===== src/rtl/ssbdd_pkg.sv =====
package ssbdd_pkg;

    localparam int SB_NODES  = 16;
    localparam int SB_NVARS  = 8;
    localparam int SB_ADDR_W = $clog2(SB_NODES);
    localparam int SB_VIDX_W = $clog2(SB_NVARS);
    localparam int SB_PTR_W  = SB_ADDR_W + 1;
    localparam int SB_CNT_W  = $clog2(SB_NODES + 1);

    typedef logic [SB_PTR_W-1:0]  ptr_t;
    typedef logic [SB_ADDR_W-1:0] addr_t;
    typedef logic [SB_NVARS-1:0]  vec_t;
    typedef logic [SB_CNT_W-1:0]  cnt_t;

    localparam ptr_t SB_NO_EDGE = {SB_PTR_W{1'b1}};

    typedef struct packed {
        logic [SB_VIDX_W-1:0] var_idx;
        logic                 cmpl;
        ptr_t                 right;
        ptr_t                 down;
    } node_t;

    typedef enum logic {ST_IDLE, ST_WALK} walk_st_e;

    function automatic logic edge_present(ptr_t p);
        return p < SB_PTR_W'(SB_NODES);
    endfunction

    function automatic node_t blank_node();
        node_t n;
        n.var_idx = '0;
        n.cmpl    = 1'b0;
        n.right   = SB_NO_EDGE;
        n.down    = SB_NO_EDGE;
        return n;
    endfunction

endpackage


===== src/rtl/ssbdd_node_table.sv =====
module ssbdd_node_table
    import ssbdd_pkg::*;
(
    input  logic  clk,
    input  logic  rst,
    input  logic  we,
    input  addr_t waddr,
    input  node_t wdata,
    input  addr_t raddr,
    output node_t rdata
);
    node_t mem [SB_NODES];

    always_ff @(posedge clk) begin
        if (rst) begin
            for (int i = 0; i < SB_NODES; i++) mem[i] <= blank_node();
        end else if (we) begin
            mem[waddr] <= wdata;
        end
    end

    assign rdata = mem[raddr];
endmodule


===== src/rtl/ssbdd_lit_sel.sv =====
module ssbdd_lit_sel
    import ssbdd_pkg::*;
(
    input  vec_t  vec,
    input  node_t node,
    output logic  lit,
    output ptr_t  nxt,
    output logic  has_next
);
    always_comb begin
        lit      = vec[node.var_idx] ^ node.cmpl;
        nxt      = lit ? node.right : node.down;
        has_next = edge_present(nxt);
    end
endmodule


===== src/rtl/ssbdd_walker.sv =====
module ssbdd_walker
    import ssbdd_pkg::*;
(
    input  logic  clk,
    input  logic  rst,
    input  logic  start,
    input  vec_t  in_vec,
    input  logic  lit,
    input  ptr_t  nxt,
    input  logic  has_next,
    output vec_t  vec_q,
    output addr_t cur,
    output logic  busy,
    output logic  done,
    output logic  result,
    output logic  error,
    output cnt_t  visits
);
    walk_st_e st;
    cnt_t     cnt;
    cnt_t     cnt_inc;
    logic     limit_hit;

    always_comb begin
        cnt_inc   = cnt + 1'b1;
        limit_hit = (cnt_inc == SB_CNT_W'(SB_NODES));
    end

    always_ff @(posedge clk) begin
        if (rst) begin
            st     <= ST_IDLE;
            vec_q  <= '0;
            cur    <= '0;
            cnt    <= '0;
            done   <= 1'b0;
            result <= 1'b0;
            error  <= 1'b0;
        end else begin
            done <= 1'b0;
            case (st)
                ST_IDLE: begin
                    if (start) begin
                        vec_q  <= in_vec;
                        cur    <= '0;
                        cnt    <= '0;
                        result <= 1'b0;
                        error  <= 1'b0;
                        st     <= ST_WALK;
                    end
                end
                ST_WALK: begin
                    cnt <= cnt_inc;
                    if (!has_next) begin
                        result <= lit;
                        done   <= 1'b1;
                        st     <= ST_IDLE;
                    end else if (limit_hit) begin
                        result <= 1'b0;
                        error  <= 1'b1;
                        done   <= 1'b1;
                        st     <= ST_IDLE;
                    end else begin
                        cur <= nxt[SB_ADDR_W-1:0];
                    end
                end
                default: st <= ST_IDLE;
            endcase
        end
    end

    assign busy   = (st == ST_WALK);
    assign visits = cnt;
endmodule


===== src/rtl/ssbdd_eval.sv =====
module ssbdd_eval
    import ssbdd_pkg::*;
(
    input  logic                 clk,
    input  logic                 rst,
    input  logic                 wr_en,
    input  logic [SB_ADDR_W-1:0] wr_addr,
    input  logic [SB_VIDX_W-1:0] wr_var,
    input  logic                 wr_cmpl,
    input  logic [SB_PTR_W-1:0]  wr_right,
    input  logic [SB_PTR_W-1:0]  wr_down,
    input  logic                 start,
    input  logic [SB_NVARS-1:0]  in_vec,
    output logic                 busy,
    output logic                 done,
    output logic                 result,
    output logic                 error,
    output logic [SB_CNT_W-1:0]  visits
);
    node_t wnode, rnode;
    addr_t cur;
    vec_t  vec_q;
    logic  lit, has_next;
    ptr_t  nxt;

    always_comb begin
        wnode.var_idx = wr_var;
        wnode.cmpl    = wr_cmpl;
        wnode.right   = wr_right;
        wnode.down    = wr_down;
    end

    ssbdd_node_table u_tab (
        .clk   (clk),
        .rst   (rst),
        .we    (wr_en && !busy),
        .waddr (wr_addr),
        .wdata (wnode),
        .raddr (cur),
        .rdata (rnode)
    );

    ssbdd_lit_sel u_sel (
        .vec      (vec_q),
        .node     (rnode),
        .lit      (lit),
        .nxt      (nxt),
        .has_next (has_next)
    );

    ssbdd_walker u_walk (
        .clk      (clk),
        .rst      (rst),
        .start    (start),
        .in_vec   (in_vec),
        .lit      (lit),
        .nxt      (nxt),
        .has_next (has_next),
        .vec_q    (vec_q),
        .cur      (cur),
        .busy     (busy),
        .done     (done),
        .result   (result),
        .error    (error),
        .visits   (visits)
    );
endmodule


===== config.mk =====
export PLATFORM = sky130hd
export DESIGN_NAME = ssbdd_eval
export DESIGN_NICKNAME = d
export VERILOG_FILES = /design/src/rtl/ssbdd_pkg.sv /design/src/rtl/ssbdd_node_table.sv /design/src/rtl/ssbdd_lit_sel.sv /design/src/rtl/ssbdd_walker.sv /design/src/rtl/ssbdd_eval.sv
export SDC_FILE = /design/constraint.sdc
export NUM_CORES = 1
export LEC_CHECK = 0
export BUFFER_PORTS_ARGS = -buffer_cell sky130_fd_sc_hd__buf_2
export CORE_MARGIN = 5
export CORE_UTILIZATION = 30
export CTS_CLUSTER_SIZE = 10
export DETAILED_ROUTE_END_ITERATION = 6
export MAX_ROUTING_LAYER = met4
export PLACE_DENSITY = 0.48
export SYNTH_ARGS = -nofsm -noshare
export SYNTH_HDL_FRONTEND = slang
export SYNTH_HIERARCHICAL = 1
export SYNTH_SLANG_ARGS = --single-unit

===== constraint.sdc =====
create_clock -name clk -period 11.7 [get_ports clk]
set_clock_uncertainty 0.05 [all_clocks]
set_input_delay 2.925 -clock clk [delete_from_list [all_inputs] [get_ports clk]]
set_output_delay 2.925 -clock clk [all_outputs]
set_load 0.01 [all_outputs]

==> results of run 1 <==
## layer usage
| layer | vias up | share of wire | routed length, um |
|---|---|---|---|
| met2 | 164 | 0.47 | 13900 |
| met4 | 0 | 0.018 | 537 |
| met5 | - | 0 | 0 |
| met1 | 3395 | 0.47 | 13800 |
| met3 | 37 | 0.047 | 1380 |
| li1 | 3060 | - | - |
## path summary, 6_finish.rpt
check,slack (ps),cells past startpoint,end,from
worst max-delay path,6470,6,u_tab/mem[0][10],rst
worst min-delay path,400,2,u_walk/vec_q[1],u_walk/vec_q[1]
worst max register to register,6630,12,u_walk/cur[1],u_walk/cur[0]
worst min register to register,400,2,u_walk/vec_q[1],u_walk/vec_q[1]
## cell type report
type / count / area, sq um
fill: 3641 / 24700
sequential: 245 / 7150
multi-input combinational: 463 / 3910
clock buffer: 34 / 744
tap: 511 / 639
timing repair buffer: 58 / 340
clock inverter: 4 / 83.8
inverter: 3 / 11.3
antenna: 1 / 2.50
## placed cells by master, fill, tap and decap left out, types with 19 or more instances in the layout
| master | n |
|---|---|
| a22oi_1 | 28 |
| and2_1 | 29 |
| and3_1 | 39 |
| buf_2 | 38 |
| buf_4 | 20 |
| clkbuf_16 | 29 |
| dfxtp_1 | 19 |
| edfxtp_1 | 224 |
| mux4_2 | 56 |
| nand2_1 | 38 |
| nand2b_1 | 43 |
| or3_1 | 120 |
## worst register-to-register path: cells and delay by family, from the launching register on
kind | cells | cell delay (ps)
AOI/OAI and AO/OA | 4 | 720
xor gates and xnor gates | 1 | 370
buffers and inverters | 1 | 630
DFF | 1 | 800
muxes | 4 | 1970
and+or+nand+nor | 2 | 380
## sequential cells by signal, indices dropped and copies added, names as in the netlist
signal,cells
u_walk/done,1
u_walk/visits,5
u_tab/mem,224
u_walk/busy,1
u_walk/vec_q,8
u_walk/error,1
u_walk/result,1
u_walk/cur,4
## metrics by stage
stage	setup WS, ps	utilization	hold slack [ps]
5_1_grt	6220	0.343	417
3_3_place_gp	5820	0.321	388
2_1_floorplan	6910	-	382
4_1_cts	6390	0.343	403
6_report	6470	0.343	401
3_5_place_dp	5850	0.321	395
## power by group through the flow
| stage | clock network (mW) | registers [mW] | logic (mW) |
|---|---|---|---|
| floorplan | 0 | 0.993 | 0.113 |
| finish | 0.830 | 0.986 | 0.163 |
| global placement | 0 | 1.00 | 0.166 |
| global route | 0.883 | 0.989 | 0.176 |
| detailed placement | 0 | 1.00 | 0.166 |
| CTS | 0.854 | 0.987 | 0.167 |
==> impl_results.md, run 1 <==
- Status: finished, final reports clean
- Worst-margin pin slew: 1040 ps
- Via count: 6656
- DRT Pass-1 Iters: 5
- Avg Inst Size Synth: 14.5 sq um
- P&R area growth vs syn: 13.1%
- Synth Instances: 787
- Clock root cell: clkbuf_16
- Hold/Removal Path Class: reg2reg
- Global Route Usage Sum: 0.143
- Cells resized by post-CTS repair: 0
- H-tree levels: 1
- Post-CTS Setup Bufs: 0
- Setup_tns: 0 ps
- Die height: 205 um
- Worst-path maximum fanout: 47
- Worst setup EP type: flop
- Post-synth net total: 818
- GR peak layer: met2
- Largest net degree at the start of global routing: 48
- RSZ-0062 raised after global routing: false
- Initial core utilization: 0.303
- Routed WL: 29600 um
- CORE AREA: 37600 sq um
- Remaining Overflow, GRT: 0
- Clk sink count: 245
- Combinational share of power: 0.083
- Number of remaining DRC errors: 0
- Met3 usage: 0.0204
- Final hold violation count: 0
- Worst-skew pair later-pin latency: 550 ps
- Crit path top cell by count: buf_4
- Relative slew slack: 0.303
- Clock-pin slew on the worst setup and hold paths: 50 ps
- Row count: 71
- First-pass GRT wire length: 44500 um
- Cell Area, Placed: 12100 sq um
- Port Buffers: 38
- Antenna Nets Post-Route: 0
- Hold buffer count at CTS: 0
- Vias/cell: 5.05
- Top Ports: 39
- Critical Setup Path Class: in2reg
- Endpoints failing setup: 0
- Vias in the first global route: 6798
- DIE WIDTH: 205 um
- Post-route insts no fill: 1319
- Clock network fraction of total power: 0.419
- Inserted Clock Buffers: 29
- Cell Chain, Critical Path: buf_2 > buf_4 > or4b_1 > nor3_1 > buf_4 > or2_1
- CP Launch Type: primary input
- Worst-path cell with the longest stage delay: or4b_1
- Die Footprint: 42000 sq um
- Met2 Usage GRT: 0.226
- Period utilization: 0.447
- MaxCap Viol Count: 0
- Nets: 831
- Switching portion of total power: 0.233
- CTS tree: yes
- PD cells: 154 nW/um^2
- Pins Over Slew Limit: 0
- Worst EP required: 11830 ps
- Final instance area: 12900 sq um
- CP top delay family: simple AND/OR/NAND/NOR gates
- Placed Instances: 1280
- Min cycle time layout: 5230 ps
- Fmax achieved: 0.191 GHz
- Avg WL per Cell: 22.5 um
- Max stage delay on crit path: 960 ps
- Worst Path Buf+Inv: 3
- Share of post-route cells with drive strength above 1: 0.213
- NetSw: 0.462 mW
- Initial antenna violation count: 3
- Met1 usage: 0.200
- Peak VDD IR: 0.0883 mV
- Synthesized cell area: 11400 sq um
- Sequential power share: 0.498
- CTS Buffer Depth: 3
- Hpwl dp: 17700 um
- Placer Congestion: 0.741
- P_leak: 3.70 nW
- WP data arrival: 5360 ps
- Yosys warning total: 6
- Power, Total: 1.98 mW
- Internal Pwr Total: 1.52 mW
- Initial DRC count: 545
(Power assumes the default switching activity.)
==> inputs of run 2 (changes only) <==
- clock period: 11.7 -> 5.2 ns (I/O delays scaled with it)
==> run 2 against run 1 <==
  * Non-clock buffer count grew 6
  * Critical path type is now reg2reg
  * Count of clock-buffer cells in the layout is 6 higher
  * Die area unchanged
  * Combinational power is 130% higher
  * Via count is 0.33% higher
  * Final cell count grew 0.83%
  * Final area rose by 0.28%
  * Worst setup slack got worse by 5300 ps
  * Critical path depth is 6 higher
  * Routed wire length is 3.0% higher
  * Highest routed layer unchanged
==> impl_results.md, run 2 (same netlist as run 1, synthesis figures left out) <==
- Final instance area: 12900 sq um (about the same)
- Vias/cell: 5.02 (was 5.05)
- Worst-skew pair later-pin latency: 570 ps (was 550 ps)
- Clock-pin slew on the worst setup and hold paths: 60 ps (was 50 ps)
- Hold/Removal Path Class: reg2reg (unchanged)
- NetSw: 1.06 mW (was 0.462 mW)
- Post-route insts no fill: 1330 (was 1319)
- Via count: 6678 (was 6656)
- Vias in the first global route: 7014 (was 6798)
- CP Launch Type: flop (was primary input)
- Largest net degree at the start of global routing: 41 (was 48)
- Remaining Overflow, GRT: 0 (unchanged)
- Switching portion of total power: 0.239 (was 0.233)
- Routed WL: 30500 um (was 29600 um)
- Most common cell after layout, fill and taps aside: edfxtp_1 (unchanged)
- Setup_tns: 0 ps (unchanged)
- Clock root cell: clkbuf_16 (unchanged)
- Share of post-route cells with drive strength above 1: 0.219 (was 0.213)
- MaxCap Viol Count: 0 (unchanged)
- Status: finished, final reports clean (unchanged)
- Max FFs per register: 224 (unchanged)
- Worst EP required: 5560 ps (was 11830 ps)
- Most frequent cells in the layout: edfxtp_1 (224), or3_1 (120), mux4_2 (56) (unchanged)
- Relative slew slack: 0.275 (was 0.303)
- Sequential power share: 0.501 (was 0.498)
- Combinational share of power: 0.086 (was 0.083)
- Worst-margin pin slew: 1090 ps (was 1040 ps)
- Final hold violation count: 0 (unchanged)
- Period utilization: 0.766
- P&R area growth vs syn: 13.4% (was 13.1%)
- PD cells: 342 nW/um^2 (was 154 nW/um^2)
- Initial core utilization: 0.303 (unchanged)
- Inserted Clock Buffers: 29 (unchanged)
- Worst setup EP type: flop (unchanged)
- Peak VDD IR: 0.240 mV (was 0.0883 mV)
- CTS Buffer Depth: 3 (unchanged)
- Initial antenna violation count: 0 (was 3)
- Hold buffer count at CTS: 0 (unchanged)
- Cell Area, Placed: 12100 sq um (about the same)
- Top reg by flops: u_tab/mem (unchanged)
- First-pass GRT wire length: 46100 um (was 44500 um)
- WP data arrival: 4340 ps (was 5360 ps)
- CORE AREA: 37600 sq um (unchanged)
- Post-CTS Setup Bufs: 0 (unchanged)
- H-tree levels: 1 (unchanged)
- P_leak: 3.72 nW (was 3.70 nW)
- Endpoints failing setup: 0 (unchanged)
- DIE WIDTH: 205 um (unchanged)
- Port Buffers: 38 (unchanged)
- Critical Setup Path Class: reg2reg (was in2reg)
- Global Route Usage Sum: 0.150 (was 0.143)
- CTS tree: yes (unchanged)
- Internal Pwr Total: 3.36 mW (was 1.52 mW)
- Min cycle time layout: 3980 ps
- DRT Pass-1 Iters: 5 (unchanged)
- Hpwl dp: 19100 um (was 17700 um)
- Cells resized by post-CTS repair: 0 (unchanged)
- Clk sink count: 245 (unchanged)
- Placed Instances: 1286 (was 1280)
- Fmax achieved: 0.251 GHz
- RSZ-0062 raised after global routing: false (unchanged)
- Worst-path maximum fanout: 16 (was 47)
- Avg WL per Cell: 22.9 um (was 22.5 um)
- Nets: 837 (was 831)
- Clock network fraction of total power: 0.413 (was 0.419)
- Pins Over Slew Limit: 0 (unchanged)
- Placer Congestion: 0.805 (was 0.741)
- Antenna Nets Post-Route: 0 (unchanged)
- Number of remaining DRC errors: 0 (unchanged)
- Hold_ws: 417 ps (was 401 ps)
- Row count: 71 (unchanged)
- Die Footprint: 42000 sq um (unchanged)
- Initial DRC count: 498 (was 545)
- Top Ports: 39 (unchanged)
- Die height: 205 um (unchanged)
- FILL cells: 3656 (was 3641)
## run 2: metal layers
layer	GRT usage	routed length (um)	up-vias	part of all wire
li1	-	-	3065	-
met1	0.216	14400	3394	0.47
met2	0.220	13700	174	0.45
met3	0.0329	1770	45	0.058
met4	0.0325	629	0	0.021
met5	-	0	-	0
## run 2: worst max-delay path, stage by stage, from the launching register on
cell	delay, ps
dfxtp_4	530
buf_4	340
mux4_2	560
a22oi_1	200
nand2_1	110
mux4_1	300
mux2i_4	220
xor2_4	300
mux2i_1	470
a21oi_1	210
and3_1	260
a31oi_1	150
o311ai_1	120
## run 2: final timing paths
path | startpoint | cells past startpoint | slack (ps) | end
worst min register to register | u_walk/vec_q[6] | 2 | 420 | u_walk/vec_q[6]
worst max-delay path | u_walk/cur[0] | 12 | 1220 | u_walk/cur[1]
worst max register to register | u_walk/cur[0] | 12 | 1220 | u_walk/cur[1]
worst min-delay path | u_walk/vec_q[6] | 2 | 420 | u_walk/vec_q[6]
## run 2: cell type report
| type | instances | area, sq um | share of cell area |
|---|---|---|---|
| antenna | 1 | 2.50 | 0.000194 |
| sequential | 245 | 7150 | 0.554 |
| clock buffer | 40 | 787 | 0.0609 |
| multi-input combinational | 463 | 3910 | 0.303 |
| timing repair buffer | 64 | 385 | 0.0298 |
| inverter | 3 | 11.3 | 0.000872 |
| tap | 511 | 639 | 0.0495 |
| clock inverter | 3 | 32.5 | 0.00252 |
## run 2: through the flow
stage	total power [mW]	utilization	worst slack, ps
final	4.42	0.344	1220
after floorplan	2.49	-	1480
after global routing	4.60	0.344	911
after detailed placement	2.64	0.322	1190
after global placement	2.64	0.322	1210
after CTS	4.48	0.344	1160
## run 2: power by group through the flow
stage	clock, mW	combinational (mW)	sequential (mW)
6_report	1.82	0.382	2.21
5_1_grt	1.97	0.413	2.21
4_1_cts	1.88	0.386	2.21
3_5_place_dp	0	0.386	2.25
3_3_place_gp	0	0.383	2.25
2_1_floorplan	0	0.254	2.23
